$ cat src/rtl/gmv_pkg.sv
package gmv_pkg;
    // number of sub-image windows supplying candidates each frame
    localparam int LANES   = 4;
    // bits needed to count how many lanes outrank a given lane
    localparam int RANK_W  = $clog2(LANES) + 1;
    // number of lanes that contribute to the global vector
    localparam int PICKS   = 2;
    // axes handled by the position path
    localparam int AXES    = 2;
endpackage

$ cat src/rtl/gmv_rank_pick.sv
module gmv_rank_pick
    import gmv_pkg::*;
#(
    parameter int VW = 7,
    parameter int AW = 16
) (
    input  logic [LANES*VW-1:0] dx_flat,
    input  logic [LANES*VW-1:0] dy_flat,
    input  logic [LANES*AW-1:0] amp_flat,
    output logic [LANES-1:0]    pick,
    output logic signed [VW:0]  sum_x,
    output logic signed [VW:0]  sum_y
);
    logic [VW-1:0] dx_l  [LANES];
    logic [VW-1:0] dy_l  [LANES];
    logic [AW-1:0] amp_l [LANES];

    for (genvar g = 0; g < LANES; g++) begin : g_lane
        assign dx_l[g]  = dx_flat[g*VW +: VW];
        assign dy_l[g]  = dy_flat[g*VW +: VW];
        assign amp_l[g] = amp_flat[g*AW +: AW];
    end

    // A lane is picked when fewer than PICKS lanes outrank it.
    // Lane j outranks lane i on a larger amplitude, or on an equal one with j < i.
    always_comb begin
        logic [RANK_W-1:0] beaten;
        for (int i = 0; i < LANES; i++) begin
            beaten = '0;
            for (int j = 0; j < LANES; j++) begin
                if (j != i) begin
                    if ((amp_l[j] > amp_l[i]) || ((amp_l[j] == amp_l[i]) && (j < i)))
                        beaten = beaten + 1'b1;
                end
            end
            pick[i] = (beaten < RANK_W'(PICKS));
        end
    end

    always_comb begin
        sum_x = '0;
        sum_y = '0;
        for (int i = 0; i < LANES; i++) begin
            if (pick[i]) begin
                sum_x = sum_x + {dx_l[i][VW-1], dx_l[i]};
                sum_y = sum_y + {dy_l[i][VW-1], dy_l[i]};
            end
        end
    end
endmodule

$ cat src/rtl/gmv_pos_accum.sv
module gmv_pos_accum #(
    parameter int VW = 7,
    parameter int PW = 16
) (
    input  logic                 clk,
    input  logic                 rst,
    input  logic                 clr,
    input  logic                 upd,
    input  logic signed [VW-1:0] inc,
    output logic signed [PW-1:0] pos
);
    localparam logic signed [PW:0] HI = {2'b00, {(PW-1){1'b1}}};
    localparam logic signed [PW:0] LO = {2'b11, {(PW-1){1'b0}}};

    typedef struct packed {
        logic signed [PW-1:0] pos;
    } acc_t;

    acc_t acc_d, acc_q;

    always_comb begin
        logic signed [PW:0] wide;
        acc_d = acc_q;
        wide  = {acc_q.pos[PW-1], acc_q.pos} + {{(PW+1-VW){inc[VW-1]}}, inc};
        if (upd) begin
            if (wide > HI)
                acc_d.pos = HI[PW-1:0];
            else if (wide < LO)
                acc_d.pos = LO[PW-1:0];
            else
                acc_d.pos = wide[PW-1:0];
        end
        if (clr)
            acc_d.pos = '0;
    end

    always_ff @(posedge clk) begin
        if (rst)
            acc_q <= '0;
        else
            acc_q <= acc_d;
    end

    assign pos = acc_q.pos;

    // at the top limit a non-negative step keeps the position there
    assert_no_overflow_R6: assert property (@(posedge clk) disable iff (rst)
        (upd && !clr && acc_q.pos == HI[PW-1:0] && !inc[VW-1]) |=> (acc_q.pos == HI[PW-1:0]));
    // at the bottom limit a negative step keeps the position there
    assert_no_underflow_R6: assert property (@(posedge clk) disable iff (rst)
        (upd && !clr && acc_q.pos == LO[PW-1:0] && inc[VW-1]) |=> (acc_q.pos == LO[PW-1:0]));
    // a clear always leaves zero behind, whatever the update
    assert_clear_R7: assert property (@(posedge clk) disable iff (rst)
        clr |=> (acc_q.pos == '0));
endmodule

$ cat src/rtl/gmv_selector.sv
module gmv_selector
    import gmv_pkg::*;
#(
    parameter int VW = 7,
    parameter int AW = 16,
    parameter int PW = 16
) (
    input  logic                 clk,
    input  logic                 rst,
    input  logic                 clr,
    input  logic                 in_valid,
    output logic                 in_ready,
    input  logic [LANES*VW-1:0]  in_dx,
    input  logic [LANES*VW-1:0]  in_dy,
    input  logic [LANES*AW-1:0]  in_amp,
    input  logic signed [PW-1:0] kal_x,
    input  logic signed [PW-1:0] kal_y,
    output logic                 gmv_valid,
    output logic signed [VW-1:0] gmv_x,
    output logic signed [VW-1:0] gmv_y,
    output logic signed [PW-1:0] pos_x,
    output logic signed [PW-1:0] pos_y,
    output logic signed [PW:0]   cor_x,
    output logic signed [PW:0]   cor_y
);
    typedef struct packed {
        logic                 ready;
        logic                 s1_valid;
        logic signed [VW:0]   s1_sx;
        logic signed [VW:0]   s1_sy;
        logic                 gv_valid;
        logic signed [VW-1:0] gx;
        logic signed [VW-1:0] gy;
    } pipe_t;

    pipe_t pp_d, pp_q;

    logic [LANES-1:0]    pick;
    logic signed [VW:0]  sum_x, sum_y;
    logic                hs;

    gmv_rank_pick #(.VW(VW), .AW(AW)) u_pick (
        .dx_flat (in_dx),
        .dy_flat (in_dy),
        .amp_flat(in_amp),
        .pick    (pick),
        .sum_x   (sum_x),
        .sum_y   (sum_y)
    );

    assign hs = in_valid && pp_q.ready;

    always_comb begin
        logic signed [VW:0] hx, hy;
        pp_d          = pp_q;
        pp_d.ready    = 1'b1;
        pp_d.s1_valid = hs;
        if (hs) begin
            pp_d.s1_sx = sum_x;
            pp_d.s1_sy = sum_y;
        end
        hx = pp_q.s1_sx >>> 1;
        hy = pp_q.s1_sy >>> 1;
        pp_d.gv_valid = pp_q.s1_valid;
        if (pp_q.s1_valid) begin
            pp_d.gx = hx[VW-1:0];
            pp_d.gy = hy[VW-1:0];
        end
    end

    always_ff @(posedge clk) begin
        if (rst)
            pp_q <= '0;
        else
            pp_q <= pp_d;
    end

    // per-axis position and correction path
    logic signed [VW-1:0] step [AXES];
    logic signed [PW-1:0] pos  [AXES];
    logic signed [PW-1:0] kal  [AXES];
    logic signed [PW:0]   cor  [AXES];

    assign step[0] = pp_d.gx;
    assign step[1] = pp_d.gy;
    assign kal[0]  = kal_x;
    assign kal[1]  = kal_y;

    for (genvar a = 0; a < AXES; a++) begin : g_axis
        gmv_pos_accum #(.VW(VW), .PW(PW)) u_acc (
            .clk(clk),
            .rst(rst),
            .clr(clr),
            .upd(pp_q.s1_valid),
            .inc(step[a]),
            .pos(pos[a])
        );
        assign cor[a] = {kal[a][PW-1], kal[a]} - {pos[a][PW-1], pos[a]};
    end

    assign in_ready  = pp_q.ready;
    assign gmv_valid = pp_q.gv_valid;
    assign gmv_x     = pp_q.gx;
    assign gmv_y     = pp_q.gy;
    assign pos_x     = pos[0];
    assign pos_y     = pos[1];
    assign cor_x     = cor[0];
    assign cor_y     = cor[1];

    // every accepted frame selects exactly two lanes
    assert_two_picked_R3: assert property (@(posedge clk) disable iff (rst)
        hs |-> ($countones(pick) == PICKS));
    // the vector arrives two edges after acceptance
    assert_latency_R2: assert property (@(posedge clk) disable iff (rst)
        hs |-> ##2 gmv_valid);
    // nothing is reported the cycle right after reset is released
    assert_quiet_after_reset_R1: assert property (@(posedge clk)
        $fell(rst) |-> !gmv_valid);
endmodule

$ cat config.mk
export PLATFORM = sky130hd
export DESIGN_NAME = gmv_selector
export DESIGN_NICKNAME = d
export VERILOG_FILES = /design/src/rtl/gmv_pkg.sv /design/src/rtl/gmv_rank_pick.sv /design/src/rtl/gmv_pos_accum.sv /design/src/rtl/gmv_selector.sv
export SDC_FILE = /design/constraint.sdc
export NUM_CORES = 1
export LEC_CHECK = 0
export BUFFER_PORTS_ARGS = -buffer_cell sky130_fd_sc_hd__clkbuf_2
export CAP_MARGIN = 15
export CORE_MARGIN = 10
export CORE_UTILIZATION = 56
export DETAILED_ROUTE_END_ITERATION = 8
export HOLD_SLACK_MARGIN = 0.15
export PLACE_DENSITY = 0.83
export SYNTH_ARGS = -nofsm -noshare
export SYNTH_HDL_FRONTEND = slang
export SYNTH_SLANG_ARGS = --single-unit
$ cat constraint.sdc
create_clock -name clk -period 8.2 [get_ports clk]
set_input_delay 1.64 -clock clk [delete_from_list [all_inputs] [get_ports clk]]
set_output_delay 1.64 -clock clk [all_outputs]
set_load 0.02 [all_outputs]
* Word-level counts from Yosys, hierarchy flattened
Cells that the tools add are included.
Storage, ports and cells: register bits 65, bits of input ports 156, output and inout bits 82, word-level logic and storage cells 88
Cells by class: $add $sub $neg 18, magnitude comparators 20, equal/unequal tests 6, multiplexer cells 27, reductions and logical operators 8
Operators with widths (number):
- greater-than comparator 16 bit | 12
- equality test 16 bit | 6
- two-way mux 16 bit | 5
- two-way mux 8 bit | 8
- adder 8 bit | 6
- adder 16 x 7 -> 17 bit | 2
- greater-than comparator 17 x 16 -> 1 bit (second input constant) | 2
- less-than comparator 17 x 16 -> 1 bit (second input constant) | 2
- subtractor 16 x 16 -> 17 bit | 2
- two-way mux 33 bit | 1
- adder 3 x 1 -> 3 bit (second input constant) | 8
- two-way mux 3 bit | 8
- two-way mux 14 bit | 1
- less-than comparator 3 x 2 -> 1 bit (second input constant) | 4
- logical OR 1 bit | 6
- two-way mux 1 bit | 4
- OR reduction 2 bit | 1
- logical AND 1 bit | 1

* Depth between registers and ports, before layout
Gate-level depths: netlist of run 1.
depth after elaboration 16, depth in mapped cells 38, depth with buffers taken out 38

* Modules after synthesis
Synthesis of run 1 repeated with hierarchy kept, for this count alone.
Unflattened totals: cells, all modules 1312, area total of the unflattened synthesis 10577.6 µm²
By module, submodules not included:
- gmv_rank_pick | times used 1, cells an instance 621, area each 4779.6 µm², seq. area each 0.0 µm²
- gmv_pos_accum | times used 2, cells an instance 159, area each 1455.1 µm², seq. area each 320.3 µm²
- gmv_selector | times used 1, cells an instance 373, area each 2887.8 µm², seq. area each 620.6 µm²

* Worst setup path after synthesis of run 1
No wires, ideal clock.
path type input -> register, start point in in_amp[17], end point reg pp_q[22] (netlist bit), library setup time 0.095 ns, arrival 7.252 ns, data required time 8.105 ns, path slack 0.853 ns, stages 36, buffers on the path 1, path through inv_1 ha_1 nor2b_1 o21ai_0 nand2b_1 a21oi_1 nor2b_1 o21ai_0 nand2b_1 a21oi_1 nor2b_1 o21ai_0 o211ai_1 ha_1 o31ai_1 o21a_1 clkbuf_1 and2_1 ha_1 a21o_1 a21oi_1 xnor2_1 mux2_2 ha_1 inv_1 o21bai_1 xnor2_1 o21ai_0 ha_1 or3_1 a311oi_2 o31ai_1 a21oi_1 xnor2_1 nand4_1 o311ai_1
On the way: word-level cells in the longest chain between the ends 14, elaborated cells between the ends (all ways) 39, classes of those cells 9 x add/sub; 10 x order compare; 3 x eq/ne; 14 x mux; 3 x reduce/logical
Ends and longest elaborated chain:
- start: declaration | RTL line gmv_selector.sv:15 | input logic [LANES*AW-1:0] in_amp,
- greater-than comparator 16 bit | RTL line gmv_rank_pick.sv:32 | if ((amp_l[j] > amp_l[i]) || ((amp_l[j] == amp_l[i]) && (j < i)))
- two-way mux 1 bit | RTL line gmv_rank_pick.sv:32
- adder 3 x 1 -> 3 bit | RTL line gmv_rank_pick.sv:33 | beaten = beaten + 1'b1;
- two-way mux 3 bit | RTL line gmv_rank_pick.sv:32
- adder 3 x 1 -> 3 bit | RTL line gmv_rank_pick.sv:33
- two-way mux 3 bit | RTL line gmv_rank_pick.sv:32
- less-than comparator 3 x 2 -> 1 bit | RTL line gmv_rank_pick.sv:36 | pick[i] = (beaten < RANK_W'(PICKS));
- two-way mux 8 bit | RTL line gmv_rank_pick.sv:44 | if (pick[i]) begin
- adder 8 bit | RTL line gmv_rank_pick.sv:46 | sum_y = sum_y + {dy_l[i][VW-1], dy_l[i]};
- two-way mux 8 bit | RTL line gmv_rank_pick.sv:44
- adder 8 bit | RTL line gmv_rank_pick.sv:46
- two-way mux 8 bit | RTL line gmv_rank_pick.sv:44
- adder 8 bit | RTL line gmv_rank_pick.sv:46
- two-way mux 8 bit (*) | RTL line gmv_rank_pick.sv:44
- end signal: assignment | RTL line gmv_selector.sv:75 | pp_q <= pp_d;
- end: declaration | RTL line gmv_selector.sv:36 | pipe_t pp_d, pp_q;
Mark *: on every way between the ends. The rest lies on a longest branch, timed or not. A chain may end at the register's enable or synchronous reset.

* Worst setup path in the final report of run 1
Ends and elaborated chain as after synthesis.

==> flow_summary.toml, run 1 <==
[status]
status = "finished, final reports clean"

[route]
firstDrtPassIters = 7
antenna_left = 0
via_per_inst = 5.62
first_iter_violations = 358
routedWlPerCell_um = 15.6
vias = 9428
routed_wl_um = 26100
drc = 0

[synth]
synth-main-ff-cell = "dfxtp_1"
syn-mean-instance-area_um2 = 8.02
syn_nets = 1609
yosysSeqAreaShare = 0.127
synth_edf_count = 0
synth_cell_types = 67
synthCells = 1233
synthArstFlopShare = 0
synthTopCellsByArea = "ha_1 27%, dfxtp_1 13%, inv_1 5.6%"
syn_area_mm2 = 0.00989
synth_largest_area_cell = "ha_1"
synth_top_area_frac = 0.266
ys_seq_elements = 63
yosysWarningCount = 0

[floorplanning]
rows = 48
die-height_um = 153
die_x_um = 153
die-area_mm2 = 0.0234
start_util = 0.572
core-area_mm2 = 0.0173
num_io_pins = 238

[clocking]
cts.hold.buffers_added = 0
h-tree-depth = 3
cts_root_buf = "clkbuf_16"
clock_sinks = 63
cts-buffers-inserted = 9
clock_latency_ns = 0.33
cts_buffer_depth = 2
cts_tree = "yes"
cts.clk_slew.worst_paths_ns = 0.05

[worst_hold_path]
min_path_cells = 2
min_path_type = "flop to flop"

[critical_path]
crit_type = "primary input to flop"
arrival_ns = 7.92
cp_slowest_stage_delay_ns = 0.43
cp_max_fo = 3
rr_worst_depth = 16
endpoint_kind = "flop"
required_ns = 8.43
cp-start-kind = "primary input"
slowest_stage = "fa_1"

[global_route]
grt_pass1_wl_um = 43300
grt_pass1_vias = 9383
grt_max_degree = 41
grtUsageTotal = 0.212
antenna_found_initial = 0
gr-total-overflow = 0

[final_layout]
nNetsFinal = 1826
drive_gt1_frac = 0.226
layout_commonest_cell = "clkbuf_2"
area_growth_syn_to_layout_pct = 16.7
final_cell_mix = "237 x clkbuf_2, 208 x ha_1, 147 x inv_1, 102 x a21oi_1, 82 x o21ai_0"
diodes = 0

[sta]
max_freq_mhz = 130
setup_tns_ns = 0
setup_viol = 0
final_hold_viol_count = 0
fin_skew_ns = 0.00451
min_period_ns = 7.69
rsz0062_at_grt = "true"
whs_ns = 0.473
tightest_slew_ns = 1.05
timing.slew.headroom = 0.301
drv_slew = 0
layout_setup_ws_ns = 0.508
finalCritPeriodShare = 0.938

[placed_design]
port_buffers = 237
gp_congestion = 0.906
dpl.hpwl_um = 22400
dp_slack_ns = -0.0174

[power_and_ir_drop]
power.density_mw_per_mm2 = 151
peakVddDrop_v = 0.000102
p_leak_nw = 5.90

[job]
maxCapViolCount = 0
cell usage after synthesis (all sizes together), types with 15 or more instances:
| cell type | instances |
|---|---|
| and2 | 32 |
| nand2 | 53 |
| inv | 147 |
| nand4 | 26 |
| ha | 210 |
| clkbuf | 18 |
| o21ai | 87 |
| mux2 | 23 |
| mux2i | 27 |
| o21bai | 16 |
| maj3 | 28 |
| xnor2 | 56 |
| dfxtp | 63 |
| nor2b | 24 |
| a21boi | 15 |
| a21oi | 105 |
| xor2 | 20 |
| buf | 22 |
| a21o | 34 |
| nor2 | 77 |
routing by layer:
metal,global-route usage,up-vias,part of all wire,wire [um]
met5,0,-,0,0
met4,0.0490,0,0.016,418
met3,0.0499,30,0.065,1710
met2,0.378,287,0.48,12500
met1,0.251,4275,0.44,11500
li1,-,4836,-,-
sequential cells by signal, indices dropped and copies added, names as in the netlist:
name and cells:
g_axis.u_acc.pos 32, gmv_valid 1, gmv_x 7, gmv_y 7, in_ready 1, pp_d 1
pp_q 14
path summary, 6_finish.rpt:
check / start / end / slack (ns)
setup / recovery: in_amp[17] / pp_q[22] / 0.51
hold / removal: pp_q[17] / pp_q[17] / 0.47
setup reg to reg: pp_d[14] / g_axis[1].u_acc.pos[12] / 3.39
hold reg to reg: pp_q[17] / pp_q[17] / 0.47
kinds of logic (layout without fill, tap and decap cells):
logic type,Yosys count,count (layout),synth area share
flip-flops,63,63,0.127
XOR/XNOR,76,76,0.0681
multiplexers,50,50,0.0535
AND/OR/NAND/NOR,271,271,0.137
buffers and inverters,187,408,0.0778
AO/OA/AOI/OAI,338,338,0.221
adder cells (fa/ha/maj),248,248,0.315
critical path: cells and delay by family:
family	cells	cell delay, ns
AND/OR/NAND/NOR	8	1.26
XOR/XNOR	2	0.32
AO/OA/AOI/OAI	14	2.35
buffers and inverters	4	0.37
multiplexers	1	0.25
adder cells (fa/ha/maj)	6	1.74
through the flow:
| step | power [W] | utilization | std cells | area (um2) |
|---|---|---|---|---|
| 2_1_floorplan | 0.00113 | - | 1233 | 9890 |
| 3_3_place_gp | 0.00132 | 0.647 | 1661 | 11200 |
| 3_5_place_dp | 0.00136 | 0.647 | 1661 | 11200 |
| 4_1_cts | 0.00173 | 0.664 | 1676 | 11500 |
| 5_1_grt | 0.00190 | 0.668 | 1679 | 11500 |
| 6_report | 0.00175 | 0.668 | 1679 | 11500 |
area by class of cell:
class                   count  area [um2]
clock buffers              10         229
flip-flops and latches     63        1260
clock inverters             5        50.0
inverters                 147         552
multi-input cells         983        7920
well taps                 225         282
repair buffers            246        1250
fillers                  1436        5750
what timing repair did:
item                       in CTS  in global routing
resized for setup               0                 14
setup buffers                   0                  2
setup endpoints to repair       0                  5
report_power, final:
part	leakage, nW	internal [W]	switching, W
combinational	5.25	0.000482	0.000567
clock	0.142	0.000231	0.000129
sequential	0.512	0.000323	0.0000154
total	5.90	0.00104	0.000712
Note: power is estimated with default switching activity, not from simulation.
==> inputs of run 2 (changes only) <==
ABC_AREA = 1   (was not set)
ABC_CLOCK_PERIOD_IN_PS = 8200   (was not set)
CORE_UTILIZATION = 57   (was 56)
PLACE_DENSITY = 0.84   (was 0.83)
SLEW_MARGIN = 20   (was not set)
==> flow_summary.toml, run 2 <==
[status]
status = "finished, final reports clean"

[final_layout]
fin_area_mm2 = 0.0117
nNetsFinal = 2096
area_growth_syn_to_layout_pct = 15.3
largest_reg_flops = 32
final_cell_mix = "301 x nand2_1, 237 x clkbuf_2, 229 x inv_1, 210 x ha_1, 163 x a21oi_1"
diodes = 0
drive_gt1_frac = 0.179
layout_commonest_cell = "nand2_1"

[route]
vias = 10400
routed_wl_um = 27600
firstDrtPassIters = 5
routedWlPerCell_um = 14.2
antenna_left = 0
via_per_inst = 5.33
first_iter_violations = 440
drc = 0

[global_route]
gr-total-overflow = 0
grt_pass1_wl_um = 46100
grt_pass1_vias = 10100
antenna_found_initial = 0
grt_max_degree = 44
grtUsageTotal = 0.225

[clocking]
cts_root_buf = "clkbuf_16"
ctsResizeCount = 0
cts.hold.buffers_added = 0
h-tree-depth = 3
clock_sinks = 63
cts_buffer_depth = 2
clock_latency_ns = 0.33
cts_setup_buffers = 0
cts_tree = "yes"
cts.clk_slew.worst_paths_ns = 0.05
cts-buffers-inserted = 9

[critical_path]
arrival_ns = 7.05
cp_slowest_stage_delay_ns = 0.37
crit_top_cell = "nand2_1"
required_ns = 8.43
cp_max_fo = 12
cp_num_buf_inv = 4
crit_type = "primary input to flop"
cp-start-kind = "primary input"
slowest_stage = "ha_1"
endpoint_kind = "flop"
critical-path-top-delay-family = "compound AO/OA/AOI/OAI gates"

[power_and_ir_drop]
peakVddDrop_v = 0.000113
total_power_w = 0.00180
power.density_mw_per_mm2 = 154
p_leak_nw = 6.48

[placed_design]
dpl-instance-area_mm2 = 0.0113
port_buffers = 237
gp_congestion = 0.911
dpl.hpwl_um = 23600

[floorplanning]
die-area_mm2 = 0.0235
core-area_mm2 = 0.0174
die-height_um = 153
rows = 48
die_x_um = 153
num_io_pins = 238
start_util = 0.583

[synth]
syn_area_mm2 = 0.0101
ys_seq_elements = 63
yosys-top-cells-count = "301 x nand2_1, 229 x inv_1, 210 x ha_1"
synth_edf_count = 0
synthArstFlopShare = 0
yosysSeqAreaShare = 0.125
synth_top_area_frac = 0.260
synth.most_common_cell = "nand2_1"
synthCells = 1510
synthTopCellsByArea = "ha_1 26%, dfxtp_1 12%, nand2_1 11%"
synth-main-ff-cell = "dfxtp_1"
yosysWarningCount = 0
syn-mean-instance-area_um2 = 6.70
synth_cell_types = 42
synth_largest_area_cell = "ha_1"
syn_nets = 1886

[sta]
final_hold_viol_count = 0
setup_tns_ns = 0
max_freq_mhz = 147
fin_skew_ns = 0.00397
finalCritPeriodShare = 0.832
whs_ns = 0.466
rsz0062_at_grt = "false"
drv_slew = 0
tightest_slew_ns = 1.04
timing.slew.headroom = 0.307
min_period_ns = 6.82
setup_viol = 0

[worst_hold_path]
min_path_type = "flop to flop"

[job]
maxCapViolCount = 0
[run 2: final timing paths]
kind | start | to | slack (ns) | depth (start not counted)
worst max-delay path | in_amp[3] | pp_q[22] | 1.38 | 39
worst min-delay path | pp_q[29] | pp_q[29] | 0.47 | 2
worst max register to register | pp_d[14] | g_axis[0].u_acc.pos[1] | 4.39 | 17
worst min register to register | pp_q[29] | pp_q[29] | 0.47 | 2
[run 2: power breakdown]
group,leakage (nW),internal (W),total (W),switching [W]
sequential,0.511,0.000323,0.000334,0.0000110
clock,0.165,0.000288,0.000421,0.000133
combinational,5.81,0.000419,0.00104,0.000622
total,6.48,0.00103,0.00180,0.000765
[run 2: cell families (layout without fill, tap and decap cells)]
| group | after synthesis | in the layout | share of synthesized area |
|---|---|---|---|
| simple gates | 553 | 553 | 0.230 |
| compound gates | 319 | 319 | 0.182 |
| buf+inv | 272 | 486 | 0.112 |
| fa+ha+maj | 220 | 220 | 0.280 |
| xor+xnor | 83 | 83 | 0.0719 |
| flops | 63 | 63 | 0.125 |
[run 2: final cells by class]
class | instances | area, um2
Multi-Input combinational cell | 1175 | 7720
Fill cell | 1590 | 5690
Sequential cell | 63 | 1260
Timing Repair Buffer | 239 | 1200
Inverter | 232 | 871
Tap cell | 225 | 282
Clock buffer | 12 | 267
Clock inverter | 3 | 65.1
[run 2: per-layer routing]
layer  vias up  GRT usage  part of all wire
li1       5406          -                 -
met5         -          0                 0
met1      4636      0.268              0.44
met3        39     0.0497             0.068
met2       300      0.394              0.47
met4         0     0.0663             0.019
[run 2: metrics by stage]
step	worst slack [ns]	std cells	util
after floorplan	1.77	1510	-
after global placement	1.18	1934	0.653
after detailed placement	1.08	1934	0.653
after CTS	1.39	1949	0.672
after global routing	0.660	1949	0.672
final	1.38	1949	0.672
[run 2: worst min-delay path: stages (launching register included)]
cell and delay, ns:
dfxtp_1 0.31, nand2_1 0.06, a21oi_1 0.05
